<file path="config.mk">
export PLATFORM = sky130hd
export DESIGN_NAME = spi_burst_engine
export DESIGN_NICKNAME = d
export VERILOG_FILES = /design/src/rtl/spi_burst_pkg.sv /design/src/rtl/spi_burst_seq.sv /design/src/rtl/spi_burst_shift.sv /design/src/rtl/spi_burst_csel.sv /design/src/rtl/spi_burst_engine.sv
export SDC_FILE = /design/constraint.sdc
export NUM_CORES = 1
export LEC_CHECK = 0
export ABC_AREA = 1
export BUFFER_PORTS_ARGS = -buffer_cell sky130_fd_sc_hd__buf_2
export CORE_ASPECT_RATIO = 0.75
export CORE_MARGIN = 2
export CORE_UTILIZATION = 55
export DETAILED_ROUTE_END_ITERATION = 6
export PLACE_DENSITY = 0.82
export SYNTH_ARGS = -nofsm -noshare
export SYNTH_HDL_FRONTEND = slang
export SYNTH_SLANG_ARGS = --single-unit
</file>
<file path="constraint.sdc">
create_clock -name clk -period 2.75 [get_ports clk]
set_clock_uncertainty 0.05 [all_clocks]
set_input_delay 0.1375 -clock clk [delete_from_list [all_inputs] [get_ports clk]]
set_output_delay 0.1375 -clock clk [all_outputs]
set_load 0.1 [all_outputs]
</file>
<file path="src/rtl/spi_burst_pkg.sv">
package spi_burst_pkg;

  typedef enum logic [1:0] {
    ST_IDLE  = 2'd0,
    ST_LOAD  = 2'd1,
    ST_SHIFT = 2'd2,
    ST_FIN   = 2'd3
  } seq_st_e;

  // Stored configuration, decoded from the control word
  typedef struct packed {
    logic       lsb_first;
    logic       discard;
    logic       man_lvl;
    logic       man_en;
    logic [1:0] cs_idx;
    logic       cs_pol;
    logic       cpol;
    logic       cpha;
  } xfer_cfg_t;

  localparam int unsigned BIT_CPHA  = 0;
  localparam int unsigned BIT_CPOL  = 1;
  localparam int unsigned BIT_CSPOL = 2;
  localparam int unsigned BIT_CSLO  = 4;
  localparam int unsigned BIT_MANEN = 6;
  localparam int unsigned BIT_MANLV = 7;
  localparam int unsigned BIT_DISC  = 8;
  localparam int unsigned BIT_LSB   = 12;
  localparam int unsigned BIT_GO    = 31;

  function automatic xfer_cfg_t cfg_decode(input logic [31:0] w);
    xfer_cfg_t c;
    c.cpha      = w[BIT_CPHA];
    c.cpol      = w[BIT_CPOL];
    c.cs_pol    = w[BIT_CSPOL];
    c.cs_idx    = w[BIT_CSLO +: 2];
    c.man_en    = w[BIT_MANEN];
    c.man_lvl   = w[BIT_MANLV];
    c.discard   = w[BIT_DISC];
    c.lsb_first = w[BIT_LSB];
    return c;
  endfunction

  function automatic logic [31:0] cfg_encode(input xfer_cfg_t c, input logic active);
    logic [31:0] w;
    w                 = '0;
    w[BIT_CPHA]       = c.cpha;
    w[BIT_CPOL]       = c.cpol;
    w[BIT_CSPOL]      = c.cs_pol;
    w[BIT_CSLO +: 2]  = c.cs_idx;
    w[BIT_MANEN]      = c.man_en;
    w[BIT_MANLV]      = c.man_lvl;
    w[BIT_DISC]       = c.discard;
    w[BIT_LSB]        = c.lsb_first;
    w[BIT_GO]         = active;
    return w;
  endfunction

endpackage

</file>
<file path="src/rtl/spi_burst_seq.sv">
// Burst sequencer: configuration register, byte counters, FIFO handshakes.
module spi_burst_seq
  import spi_burst_pkg::*;
#(
  parameter int unsigned CNT_W  = 24,
  parameter int unsigned WORD_W = 8
) (
  input  logic              clk,
  input  logic              rst_n,
  input  logic              ctrl_we,
  input  logic [31:0]       ctrl_wdata,
  input  logic [CNT_W-1:0]  total_cnt,
  input  logic [CNT_W-1:0]  tx_cnt,
  input  logic              tx_valid,
  input  logic [WORD_W-1:0] tx_data,
  output logic              tx_pop,
  input  logic              rx_full,
  input  logic              byte_end,
  input  logic [WORD_W-1:0] rx_word,
  output logic              ld,
  output logic [WORD_W-1:0] ld_data,
  output logic              shifting,
  output logic              busy,
  output logic              done,
  output xfer_cfg_t         cfg,
  output logic              rx_push,
  output logic [WORD_W-1:0] rx_data,
  output logic              rx_ovf
);

  seq_st_e           st_q, st_d;
  xfer_cfg_t         cfg_q, cfg_d;
  logic [CNT_W-1:0]  tot_q, tot_d;
  logic [CNT_W-1:0]  txn_q, txn_d;
  logic [CNT_W-1:0]  idx_q, idx_d;
  logic [CNT_W-1:0]  idx_inc;
  logic [WORD_W-1:0] rxd_q, rxd_d;
  logic              push_q, push_d;
  logic              ovf_q, ovf_d;
  logic              real_tx;
  logic              wr_ok;

  assign idx_inc = idx_q + CNT_W'(1);
  assign real_tx = (idx_q < txn_q);
  assign wr_ok   = ctrl_we && (st_q == ST_IDLE);

  always_comb begin
    st_d    = st_q;
    cfg_d   = cfg_q;
    tot_d   = tot_q;
    txn_d   = txn_q;
    idx_d   = idx_q;
    rxd_d   = rxd_q;
    push_d  = 1'b0;
    ovf_d   = 1'b0;
    ld      = 1'b0;
    ld_data = '0;
    tx_pop  = 1'b0;
    unique case (st_q)
      ST_IDLE: begin
        if (wr_ok) begin
          cfg_d = cfg_decode(ctrl_wdata);
          if (ctrl_wdata[BIT_GO]) begin
            tot_d = total_cnt;
            txn_d = tx_cnt;
            idx_d = '0;
            st_d  = (total_cnt == '0) ? ST_FIN : ST_LOAD;
          end
        end
      end
      ST_LOAD: begin
        if (!real_tx || tx_valid) begin
          ld      = 1'b1;
          tx_pop  = real_tx;
          ld_data = real_tx ? tx_data : '0;
          st_d    = ST_SHIFT;
        end
      end
      ST_SHIFT: begin
        if (byte_end) begin
          idx_d  = idx_inc;
          rxd_d  = rx_word;
          push_d = !cfg_q.discard && !rx_full;
          ovf_d  = !cfg_q.discard && rx_full;
          st_d   = (idx_inc == tot_q) ? ST_FIN : ST_LOAD;
        end
      end
      ST_FIN: st_d = ST_IDLE;
      default: st_d = ST_IDLE;
    endcase
  end

  always_ff @(posedge clk or negedge rst_n) begin
    if (!rst_n) begin
      st_q   <= ST_IDLE;
      cfg_q  <= '0;
      tot_q  <= '0;
      txn_q  <= '0;
      idx_q  <= '0;
      rxd_q  <= '0;
      push_q <= 1'b0;
      ovf_q  <= 1'b0;
    end else begin
      st_q   <= st_d;
      cfg_q  <= cfg_d;
      tot_q  <= tot_d;
      txn_q  <= txn_d;
      idx_q  <= idx_d;
      rxd_q  <= rxd_d;
      push_q <= push_d;
      ovf_q  <= ovf_d;
    end
  end

  assign shifting = (st_q == ST_SHIFT);
  assign busy     = (st_q != ST_IDLE);
  assign done     = (st_q == ST_FIN);
  assign cfg      = cfg_q;
  assign rx_push  = push_q;
  assign rx_data  = rxd_q;
  assign rx_ovf   = ovf_q;

endmodule

</file>
<file path="src/rtl/spi_burst_shift.sv">
// Half-bit stepper: serial clock, output shift and input assembly for one byte.
module spi_burst_shift
  import spi_burst_pkg::*;
#(
  parameter int unsigned WORD_W = 8
) (
  input  logic              clk,
  input  logic              rst_n,
  input  logic              active,
  input  logic              ld,
  input  logic [WORD_W-1:0] ld_data,
  input  xfer_cfg_t         cfg,
  input  logic              launch_stb,
  input  logic              sample_stb,
  input  logic              miso,
  output logic              byte_end,
  output logic [WORD_W-1:0] rx_word,
  output logic              sck,
  output logic              mosi
);

  localparam int unsigned BC_W = (WORD_W > 1) ? $clog2(WORD_W) : 1;
  localparam logic [BC_W-1:0] LAST_BIT = BC_W'(WORD_W - 1);

  logic [WORD_W-1:0] tx_q, tx_d;
  logic [WORD_W-1:0] rx_q, rx_d;
  logic [WORD_W-1:0] rx_in;
  logic [BC_W-1:0]   bit_q, bit_d;
  logic              half_q, half_d;
  logic              act_q, act_d;
  logic              want_smp;
  logic              go;
  logic              do_shift;

  // first half samples for CPHA=0, second half samples for CPHA=1
  assign want_smp = (half_q == cfg.cpha);
  assign go       = active && (want_smp ? sample_stb : launch_stb);
  assign byte_end = go && half_q && (bit_q == LAST_BIT);
  assign rx_in    = cfg.lsb_first ? {miso, rx_q[WORD_W-1:1]} : {rx_q[WORD_W-2:0], miso};
  assign rx_word  = want_smp ? rx_in : rx_q;
  assign do_shift = cfg.cpha ? (bit_q != '0) : (bit_q != LAST_BIT);

  always_comb begin
    tx_d   = tx_q;
    rx_d   = rx_q;
    bit_d  = bit_q;
    half_d = half_q;
    act_d  = act_q;
    if (ld) begin
      tx_d   = ld_data;
      bit_d  = '0;
      half_d = 1'b0;
      act_d  = 1'b0;
    end else if (go) begin
      act_d  = ~half_q;
      half_d = ~half_q;
      if (half_q) bit_d = bit_q + BC_W'(1);
      if (want_smp) begin
        rx_d = rx_in;
      end else if (do_shift) begin
        tx_d = cfg.lsb_first ? (tx_q >> 1) : (tx_q << 1);
      end
    end
  end

  always_ff @(posedge clk or negedge rst_n) begin
    if (!rst_n) begin
      tx_q   <= '0;
      rx_q   <= '0;
      bit_q  <= '0;
      half_q <= 1'b0;
      act_q  <= 1'b0;
    end else begin
      tx_q   <= tx_d;
      rx_q   <= rx_d;
      bit_q  <= bit_d;
      half_q <= half_d;
      act_q  <= act_d;
    end
  end

  assign sck  = cfg.cpol ^ act_q;
  assign mosi = cfg.lsb_first ? tx_q[0] : tx_q[WORD_W-1];

endmodule

</file>
<file path="src/rtl/spi_burst_csel.sv">
// Chip-select line drivers, one per line.
module spi_burst_csel
  import spi_burst_pkg::*;
#(
  parameter int unsigned NUM_CS = 4
) (
  input  xfer_cfg_t         cfg,
  input  logic              busy,
  output logic [NUM_CS-1:0] cs
);

  for (genvar i = 0; i < NUM_CS; i++) begin : g_line
    logic sel;
    assign sel = (cfg.cs_idx == 2'(i));
    always_comb begin
      if (!sel)            cs[i] = cfg.cs_pol;
      else if (cfg.man_en) cs[i] = cfg.man_lvl;
      else                 cs[i] = busy ? ~cfg.cs_pol : cfg.cs_pol;
    end
  end

endmodule

</file>
<file path="src/rtl/spi_burst_engine.sv">
module spi_burst_engine
  import spi_burst_pkg::*;
#(
  parameter int unsigned CNT_W  = 24,
  parameter int unsigned WORD_W = 8,
  parameter int unsigned NUM_CS = 4
) (
  input  logic              clk,
  input  logic              rst_n,
  input  logic              ctrl_we,
  input  logic [31:0]       ctrl_wdata,
  output logic [31:0]       ctrl_rdata,
  input  logic [CNT_W-1:0]  total_cnt,
  input  logic [CNT_W-1:0]  tx_cnt,
  input  logic              launch_stb,
  input  logic              sample_stb,
  input  logic              tx_valid,
  input  logic [WORD_W-1:0] tx_data,
  output logic              tx_pop,
  input  logic              rx_full,
  output logic              rx_push,
  output logic [WORD_W-1:0] rx_data,
  output logic              rx_ovf,
  input  logic              miso,
  output logic              sck,
  output logic              mosi,
  output logic [NUM_CS-1:0] cs,
  output logic              busy,
  output logic              done
);

  xfer_cfg_t         cfg;
  logic              ld;
  logic [WORD_W-1:0] ld_data;
  logic              shifting;
  logic              byte_end;
  logic [WORD_W-1:0] rx_word;

  spi_burst_seq #(.CNT_W(CNT_W), .WORD_W(WORD_W)) u_seq (
    .clk        (clk),
    .rst_n      (rst_n),
    .ctrl_we    (ctrl_we),
    .ctrl_wdata (ctrl_wdata),
    .total_cnt  (total_cnt),
    .tx_cnt     (tx_cnt),
    .tx_valid   (tx_valid),
    .tx_data    (tx_data),
    .tx_pop     (tx_pop),
    .rx_full    (rx_full),
    .byte_end   (byte_end),
    .rx_word    (rx_word),
    .ld         (ld),
    .ld_data    (ld_data),
    .shifting   (shifting),
    .busy       (busy),
    .done       (done),
    .cfg        (cfg),
    .rx_push    (rx_push),
    .rx_data    (rx_data),
    .rx_ovf     (rx_ovf)
  );

  spi_burst_shift #(.WORD_W(WORD_W)) u_shift (
    .clk        (clk),
    .rst_n      (rst_n),
    .active     (shifting),
    .ld         (ld),
    .ld_data    (ld_data),
    .cfg        (cfg),
    .launch_stb (launch_stb),
    .sample_stb (sample_stb),
    .miso       (miso),
    .byte_end   (byte_end),
    .rx_word    (rx_word),
    .sck        (sck),
    .mosi       (mosi)
  );

  spi_burst_csel #(.NUM_CS(NUM_CS)) u_csel (
    .cfg  (cfg),
    .busy (busy),
    .cs   (cs)
  );

  assign ctrl_rdata = cfg_encode(cfg, busy);

endmodule

</file>
Word-level counts from Yosys, hierarchy flattened
Cells that the tools add are included.

word-level totals
  flip-flop bits (word level) = 113
  input bits = 96
  output and inout bits = 51
  logic and storage cells = 111

operators by class
  add/subtract/negate cells = 2
  $lt $le $gt $ge = 1
  equal/unequal tests = 15
  muxes and demuxes = 43
  bitwise logic cells = 4
  reductions and logical operators = 27

operators by type and width
  kind                     number
  $mux W8                  10
  $mux W24                 3
  $pmux W24 S2             1
  $add A24 B1 Y24 const B  1
  $eq A24 B24 Y1           1
  $logic_not A24 Y1        1
  $lt A24 B24 Y1           1
  $mux W1                  19
  $mux W2                  6
  $reduce_bool A2 Y1       5
  $mux W3                  3
  $eq A2 B2 Y1 const B     4
  $pmux W2 S4              1
  $reduce_and A2 Y1        4
  $reduce_and A4 Y1        2
  $logic_and A1 B1 Y1      6
  $ne A2 B2 Y1 const B     3
  $reduce_and A3 Y1        2
  $eq A2 B1 Y1 const B     2
  $logic_not A2 Y1         2
  $ne A2 B1 Y1 const B     2
  $add A3 B1 Y3 const B    1
  $eq A3 B3 Y1 const B     1
  $logic_not A1 Y1         3
  other kinds (6)          8

Logic depth before layout (Yosys ltp)
Gate-level depths: netlist of run 1.

  word-level depth = 7
  depth in mapped cells = 16

By module
A second synthesis of run 1 with hierarchy kept.

unflattened totals
  cells, all modules = 983
  area total of the unflattened synthesis = 7,038.0 sq um

modules (own cells, without submodules)
  module            instances  cells each  area an instance (sq um)  sequential area each (sq um)
  spi_burst_seq     1          741         5,403.9                   2,327.2
  spi_burst_shift   1          192         1,337.5                   500.5
  spi_burst_engine  1          24          176.4                     0.0
  spi_burst_csel    1          26          120.1                     0.0

Worst setup path before layout of run 1
No wires, ideal clock.

  path type = flip-flop to output port
  from = reg u_seq.cfg_q (netlist bit u_seq.cfg[8])
  to = out mosi
  arrival time = 3,449 ps
  setup slack = -887 ps
  cell stages (with the launch flop) = 4
  cells stage by stage = dfrtp_1 > inv_1 > clkbuf_1 > o21ai_0

between the ends
  longest elaborated chain between the ends = 1

ends and longest elaborated chain
  element                 line                    text
  start, declared         spi_burst_seq.sv:32     xfer_cfg_t cfg_q, cfg_d;
  start signal, assigned  spi_burst_seq.sv:105    cfg_q <= cfg_d;
  $mux W1                 spi_burst_shift.sv:83   assign mosi = cfg.lsb_first ? tx_q[0] : tx_q[WORD_W-1];
  end, declared           spi_burst_engine.sv:26  output logic mosi,

Every way passes these cells.

Worst setup path after layout of run 1
  from = reg u_seq.idx_q[22]
  to = out tx_pop

between the ends
  longest elaborated chain between the ends = 5

ends and longest elaborated chain
  element                 line                    text
  start, declared         spi_burst_seq.sv:35     logic [CNT_W-1:0] idx_q, idx_d;
  start signal, assigned  spi_burst_seq.sv:108    idx_q <= idx_d;
  $lt A24 B24 Y1 *        spi_burst_seq.sv:44     assign real_tx = (idx_q < txn_q);
  $logic_not A1 Y1        spi_burst_seq.sv:72     if (!real_tx || tx_valid) begin
  $logic_or A1 B1 Y1      spi_burst_seq.sv:72
  $mux W1 *               spi_burst_seq.sv:72
  $mux W1 *               spi_burst_seq.sv:59     unique case (st_q)
  end, declared           spi_burst_engine.sv:19  output logic tx_pop,

Mark *: on every way between the ends. The rest lies on a longest branch, timed or not.

==> summary.md, run 1 <==
| Metric | Value |
|---|---|
| Fmax | 380.6 MHz |
| TNS Setup | 0 ps |
| Die Y | 100.7 µm |
| Clock slew at reported path FFs | 50 ps |
| Post-synth top cells | nand2_1, dfrtp_1, inv_1, nor2_1, nand3_1 |
| FF-to-FF End | u_shift.bit_q[2]$_DFFE_PN0P_ |
| Max-cap violation count | 0 |
| Dominant cells by area after synthesis | dfrtp_1, nand2_1, inv_1, ha_1, nand3_1 |
| Placer's final routability congestion estimate | between 0.9 and 1 |
| Unrepaired setup endpoints after global routing | no |
| Final Net Count | between 1,000 and 1,500 |
| CTS root buf | clkbuf_16 |
| Min-Delay Startpoint | tx_valid |
| Final Core Density | 0.7122 |
| R2r startpoint | u_seq.idx_q[17]$_DFFE_PN0P_ |
| Largest net degree at the start of global routing | between 50 and 60 |
| Total GRT Usage | 0.2804 |
| Die X | roughly 130 µm |
| Unique cell type count in the Yosys netlist | 35 |
| Final ANT Viol Nets | 0 |
| DR pass1 iterations | 5 |
| Core area | 12,220 µm² |
| Outcome | completed |
| Yosys reg bits | about 110 |
| Top delay family on crit path | simple AND/OR/NAND/NOR gates |
| Worst EP required | 2560 ps |
| Dpl hpwl | 12,340 µm |
| Final Hold Viols | 0 |
| Dominant cell type by area after synthesis | dfrtp_1 |
| Share of cells above drive strength 1 | 0.1599 |
| CTS Buf Count | 17 |
| Relative slew slack | 0.5515 |
| Number of synthesized flops with an enable pin | 0 |
| H-tree Lvls | 4 |
| Cells on worst reg2reg path | 13 |
| IO buf count | between 100 and 150 |
| Drt initial violations | about 470 |
| CP Class | flop to output port |
| # setup viols final | 0 |
| Crit end category | output port |
| Drt wl/cell | between 10 and 15 µm |
| Num ports | ~150 |
| Post-Syn Area per Cell | 7.285 µm² |
| WP data arrival | 2440 ps |
| Initial antenna violation count | 0 |
| CTS tree | done |
| Post-Route WL | between 15,000 and 20,000 µm |
| Hold path endpoint | u_seq.st_q[0]$_DFFE_PN0P_ |
| Wire length of the first global-routing pass | between 20,000 and 30,000 µm |
| Starting Density | 0.5617 |
| Top-area cell type share of the netlist area | 0.4120 |
| Leakage | around 0.0046 µW |
| Slew @ Worst Pin | 672.7 ps |
| VDD IR max | ~1.5 mV |
| Slowest CP cell | dfrtp_1 |
| CP max stage delay | 450 ps |
| Critical-path cell list | ha_1, nand2_1, nor2_1, nand2_1, nor4_1, buf_4, nand2_1, nand4_1, clkinv_1, buf_6 |
| Most common cell in the netlist | nand2_1 |
| Startpoint Class | flop |
| Flop2flop setup slack | approximately 340 ps |
| Synth async-reset ratio | 1.000 |
| Hold crit path type | input pin to flop |
| Power Dens Cells | roughly 1000 nW/µm² |
| Max Root-Sink Buffers | 2 |
| Synthesized area | roughly 7000 µm² |
| Vias in the first global route | approximately 6,500 |
| DRC errors left | 0 |
| TritonCTS Sinks | around 110 |
| Critical path peak fanout | 5 |
| Final Max Slew Viols | 0 |
| Hold Path Depth | 4 |
| Primary FF master, synth | dfrtp_1 |
| P&R area growth vs syn | 26.80% |
| Die footprint | roughly 13,000 µm² |
| Post-Syn Instances | around 940 |
| Clk_lat worst skew | 420 ps |
| Count of yosys warnings during synthesis | 0 |
| Vias per std cell | between 5 and 6 |
| Bufs and invs on worst path | 3 |
| Sequential-to-total area share from yosys stat | 0.4120 |
| Crit share post-route | 0.9555 |
| Remaining global-route overflow | 0 |
| Fillers | 935 |
| Tmin final | between 2000 and 3000 ps |
| # diodes | 0 |
| Total vias in the final route | 6,787 |
| Most frequent CP cell | nand2_1 |
| Num rows | 35 |
-- sequential cells by signal, indices dropped and copies added (netlist names) --
signal / flops
u_seq.cfg: 9
u_seq.idx_q: 24
u_seq.rx_data: 8
u_seq.rx_ovf: 1
u_seq.rx_push: 1
u_seq.st_q: 2
u_seq.tot_q: 24
u_seq.txn_q: 24
u_shift.bit_q: 3
u_shift.half_q: 1
u_shift.rx_q: 8
u_shift.tx_q: 8
-- tightest hold or removal path, stage by stage --
cell     delay (ps)
buf_2           100
inv_1            50
nand4_1         120
nand2_1          60
-- layout make-up --
class	instances	area, µm²	share of cell area
Sequential cell	113	2828	0.3249
Inverter	111	416.7	0.04788
Clock buffer	23	467.9	0.05377
Multi-Input combinational cell	692	3415	0.3924
Tap cell	166	207.7	0.02387
Clock inverter	7	37.54	0.004313
Timing Repair Buffer	186	1330	0.1528
-- stage by stage --
stage | setup slack (ps) | cell area, µm² | instances | hold WS (ps) | total power (µW)
6_report | 122.4 | 8702 | 1298 | 46.27 | 8760
5_1_grt | 10.36 | 8702 | 1298 | 53.16 | 9306
4_1_cts | 40.14 | 8696 | 1298 | 32.05 | 8736
3_5_place_dp | 302.3 | 7517 | 1201 | 158.4 | 6729
3_3_place_gp | 403.2 | 7517 | 1201 | 159.0 | 6615
2_1_floorplan | -466.5 | 6942 | 963 | -208.1 | 5916
-- power by group --
part           internal, µW  switching [µW]  total, µW
sequential             2250             399       2650
combinational          1030            3180       4210
clock                  1170             726       1900
-- cells by family after synthesis --
family / synth area share
and+or+nand+nor: 0.3163
muxes: 0.008204
xor gates and xnor gates: 0.007111
AOI/OAI and AO/OA: 0.1039
DFF: 0.4120
buffers and inverters: 0.1026
other: 0.0005464
adders and majority gates: 0.04922
-- worst max-delay path by stage --
stage	start	end	slack (ps)	cells past startpoint
final	u_seq.idx_q[22]$_DFFE_PN0P_	tx_pop	120	10
after global routing	u_seq.idx_q[23]$_DFFE_PN0P_	tx_pop	10	10
after CTS	u_seq.idx_q[18]$_DFFE_PN0P_	tx_pop	40	11
after detailed placement	u_seq.idx_q[18]$_DFFE_PN0P_	u_shift.bit_q[2]$_DFFE_PN0P_	300	13
after global placement	u_seq.idx_q[22]$_DFFE_PN0P_	u_shift.bit_q[1]$_DFFE_PN0P_	400	13
after floorplan	u_seq.st_q[1]$_DFFE_PN0P_	cs[1]	-470	6
-- metal layers --
metal | up-vias | share of wire | global-route usage
met3 | 39 | 0.076 | 0.06737
li1 | 3351 | - | -
met1 | 3121 | 0.44 | 0.3566
met4 | 0 | 0.023 | 0.1166
met2 | 276 | 0.46 | 0.4651
met5 | - | 0 | 0
-- placed cells by master (no fill, tap or decap), types with 2 or more instances in the layout --
cell type,netlist,routed
nand2_1,289,288
dfrtp_1,113,113
inv_1,108,108
buf_2,8,100
nor2_1,86,85
dlygate4sd3_1,0,67
nand3_1,65,65
o21ai_0,59,58
a21oi_1,56,56
ha_1,27,27
conb_1,1,22
nand4_1,18,18
clkbuf_16,0,17
buf_4,25,17
nand2_2,10,11
nor2_2,9,10
o211ai_1,8,8
nor4_1,6,6
clkinv_2,0,6
mux2_2,5,5
o21ai_1,3,4
nand3b_1,4,4
clkbuf_1,13,4
xor2_1,3,3
nor2_8,3,3
nand2_4,3,3
o22ai_1,3,3
a31oi_1,2,2
inv_2,2,2
nor3_1,2,2
o21a_1,2,2
nor2_4,2,2
and2_1,2,2
clkbuf_8,0,2
-- repair_timing --
action                     CTS  global route
hold buffers                67             0
setup endpoints to repair    1             1
gates resized for setup      1             2
setup buffers                0             0
hold endpoints to repair   116             0
No activity file was read; power rests on OpenSTA's default activity.
==> inputs of run 2 (changes only) <==
Settings changed: ABC_AREA 1 to not set, PLACE_DENSITY 0.82 to 0.83.
==> summary.md, run 2 <==
| Metric | Value |
|---|---|
| Outcome | finished, violations left |
| Failing checks | setup timing |
| Clock network power share | 0.245 (+0.028) |
| Post-Route WL | 19,140 µm (+7.0%) |
| Unique cell type count in the Yosys netlist | 63 (+80%) |
| Final Core Density | 0.7815 (+0.06930) |
| Top-area cell type share of the netlist area | 0.4226 (+0.01056) |
| Final Hold Viols | 0 (unchanged) |
| Slowest CP cell | or4_4 |
| CTS tree | done |
| Crit share post-route | 1.020 (+0.06416) |
| Max-cap violation count | 0 (unchanged) |
| Power Dens Cells | 1003 nW/µm² (-0.40%) |
| Combinational Power Share | 0.450 (-0.031) |
| Drt initial violations | 533 (+12%) |
| Startpoint Class | flop |
| Bufs and invs on worst path | 2 (-1) |
| FF-to-FF End | u_seq.st_q[1]$_DFFE_PN0P_ |
| Remaining global-route overflow | 0 (unchanged) |
| Flop2flop setup slack | 90 ps (-250 ps) |
| Net switching power | 4053 µW (-5.9%) |
| Tmin final | 2804 ps (+176.4 ps) |
| CTS root buf | clkbuf_16 |
| Dominant cell type by area after synthesis | dfrtp_1 |
| Post-synth top cells | dfrtp_1, o21ai_0, nand2_1, mux2_2, nor2_1 |
| TNS Setup | -54.06 ps (-54.06 ps) |
| Crit end category | output port |
| Slew @ Worst Pin | 857.7 ps (+185.0 ps) |
| Hold crit path type | input pin to flop |
| Final ANT Viol Nets | 0 (unchanged) |
| Part of the power in registers | 0.305 (+0.002) |
| Most frequent cells in the layout | dfrtp_1, buf_2, nand2_1, o21ai_0, dlygate4sd3_1 |
| Primary FF master, synth | dfrtp_1 |
| Synth async-reset ratio | 1.000 (unchanged) |
| Drt wl/cell | 17.48 µm (+27%) |
| Final Max Slew Viols | 0 (unchanged) |
| Critical-path cell list | ha_4, nand4_1, or4_4, a211o_1, a31oi_4, buf_6, nor4_4, buf_12 |
| R2r startpoint | u_seq.idx_q[2]$_DFFE_PN0P_ |
| Worst setup path endpoint | tx_pop |
| Fmax | 356.6 MHz (-6.3%) |
| Final Net Count | 1,044 (-16%) |
| Vias in the first global route | 6,155 (-5.7%) |
| Relative slew slack | 0.4282 (-0.1233) |
| DR pass1 iterations | 5 (unchanged) |
| Placer's final routability congestion estimate | 0.9557 (+6.1%) |
| CTS Buf Count | 17 (unchanged) |
| CP Class | flop to output port |
| Largest registers | u_seq.idx_q (24), u_seq.tot_q (24), u_seq.txn_q (24) |
| Clock slew at reported path FFs | 50 ps (about the same) |
| WP data arrival | 2620 ps (+180 ps) |
| Largest net degree at the start of global routing | 51 (-3.8%) |
| Switching share of power | 0.4405 (-0.05103) |
| Vias per std cell | 5.635 (+7.8%) |
| Synthesized area | 6691 µm² (-2.5%) |
| Die footprint | 13,070 µm² (-2.4%) |
| Post-route cell area | 9176 µm² (+5.4%) |
| Post-Syn Area per Cell | 9.546 µm² (+31%) |
| Post-Place Setup Slack | -68.00 ps (-370.3 ps) |
| Leading cell type in the layout, fill and taps excluded | dfrtp_1 |
| Critical path peak fanout | 2 (-3) |
| Total vias in the final route | 6,170 (-9.1%) |
| Unrepaired setup endpoints after global routing | yes |
| Most common cell in the netlist | dfrtp_1 |
| Number of synthesized flops with an enable pin | 0 (unchanged) |
| Core area | 11,740 µm² (-3.9%) |
| Leakage | 0.004240 µW (-8.0%) |
| Dpl hpwl | 13,200 µm (+6.9%) |
| CP max stage delay | 560 ps (+110 ps) |
| # setup viols final | 1 (+1) |
| Top delay family on crit path | simple AND/OR/NAND/NOR gates |
| Count of yosys warnings during synthesis | 0 (unchanged) |
| Total GRT Usage | 0.3092 (+0.02881) |
| Post-Syn Instances | 701 (-26%) |
| Starting Density | 0.5699 (+0.008206) |
| H-tree Lvls | 4 (unchanged) |
| Yosys reg bits | 113 (unchanged) |
| Crit path from | u_seq.idx_q[18]$_DFFE_PN0P_ |
| Final WS setup | -54.06 ps (-176.4 ps) |
| TritonCTS Sinks | 113 (unchanged) |
| Stages on worst setup path | 8 (-2) |
| Clk_lat worst skew | 410 ps (about the same) |
| DRC errors left | 0 (unchanged) |
| P&R area growth vs syn | 37.14% |
| Share of cells above drive strength 1 | 0.3055 (+0.1456) |
| Wire length of the first global-routing pass | 31,750 µm (+7.1%) |
| Dominant cells by area after synthesis | dfrtp_1, mux2_2, o21ai_0, ha_1, nand2_1 |
| VDD IR max | 1.694 mV (+16%) |
| Max Root-Sink Buffers | 2 (unchanged) |
| IO buf count | 102 (unchanged) |
| Worst EP required | 2560 ps (about the same) |
| Hold Slack | 205.8 ps (+159.5 ps) |
| Pint | 5147 µW (+16%) |
| Cell Area, Placed | 7735 µm² (+2.9%) |
| Die X | 131.4 µm (-1.2%) |
| Sequential-to-total area share from yosys stat | 0.4226 (+0.01056) |
| Num rows | 34 (-2.9%) |
| Die Y | 99.53 µm (-1.2%) |
| Fillers | 738 (-21%) |
| # diodes | 0 (unchanged) |
| Num ports | 147 (unchanged) |
| Initial antenna violation count | 0 (unchanged) |
| Cells on worst reg2reg path | 8 (-5) |
## run 2: cell types whose count changed after synthesis, sizes merged, moves of 27 or more
cell / delta
nand2: -228
a21oi: -27
nand3: -50
inv: -72
mux2: +41
nor2: -58
## run 2: cells by family (layout without fill, tap and decap cells)
| family | Yosys count | count (layout) | synth area share |
|---|---|---|---|
| xor gates and xnor gates | 37 | 37 | 0.04955 |
| adders and majority gates | 28 | 28 | 0.05198 |
| muxes | 67 | 67 | 0.1088 |
| DFF | 113 | 113 | 0.4226 |
| and+or+nand+nor | 203 | 203 | 0.1556 |
| buffers and inverters | 97 | 308 | 0.07012 |
| other | 1 | 22 | 0.0005604 |
| AOI/OAI and AO/OA | 155 | 155 | 0.1408 |
## run 2: metal layers
metal	vias to the layer above	track usage	part of all wire	wire (µm)
li1	2888	-	-	-
met1	2985	0.4299	0.46	8786
met2	266	0.4899	0.45	8695
met3	31	0.05403	0.065	1252
met4	0	0.1179	0.021	403
met5	-	0	0	0
## run 2: power groups by stage
stage                     logic (µW)  clock network [µW]  registers [µW]
after floorplan                 2810                   0            3100
after global placement          3780                   0            2750
after detailed placement        3960                   0            2800
after CTS                       4100                2280            2790
after global routing            4440                2360            2880
final                           4140                2250            2810
## run 2: layout make-up
| cell class | instances | area [µm²] | share of cell area |
|---|---|---|---|
| timing repair buffer | 239 | 1772 | 0.1931 |
| inverter | 38 | 142.6 | 0.01554 |
| multi-input combinational | 512 | 3626 | 0.3951 |
| clock inverter | 12 | 166.4 | 0.01813 |
| clock buffer | 19 | 432.9 | 0.04718 |
| sequential | 113 | 2834 | 0.3088 |
| tap | 162 | 202.7 | 0.02209 |
## run 2: per-stage QoR
stage	total power, µW	instances
3_3_place_gp	6530	989
3_5_place_dp	6764	989
6_report	9200	1095
5_1_grt	9685	1095
4_1_cts	9169	1093
2_1_floorplan	5911	722
## run 2: worst min path at each step
stage / start / end / slack [ps] / cells after the start
after global routing: launch_stb / u_shift.tx_q[0]$_DFFE_PN0P_ / 260 / 4
after detailed placement: rst_n / u_seq.cfg[7]$_DFFE_PN0P_ / 140 / 1
after CTS: launch_stb / u_shift.tx_q[0]$_DFFE_PN0P_ / 190 / 4
after global placement: rst_n / u_seq.cfg[4]$_DFFE_PN0P_ / 140 / 1
final: launch_stb / u_shift.tx_q[0]$_DFFE_PN0P_ / 210 / 4
after floorplan: rst_n / u_seq.cfg[0]$_DFFE_PN0P_ / -210 / 0
## run 2: what timing repair did
| action | in CTS | in global routing |
|---|---|---|
| hold buffers | 68 | 0 |
| pin swaps | 11 | 0 |
| hold endpoints to repair | 112 | 0 |
| resized for setup | 13 | 6 |
| buffers inserted | 5 | 2 |
| setup endpoints to repair | 6 | 3 |
## run 2: worst min-delay path: stages
cell and delay, ps:
buf_2 120, and3_1 190, nor2_1 110, a21oi_1 70
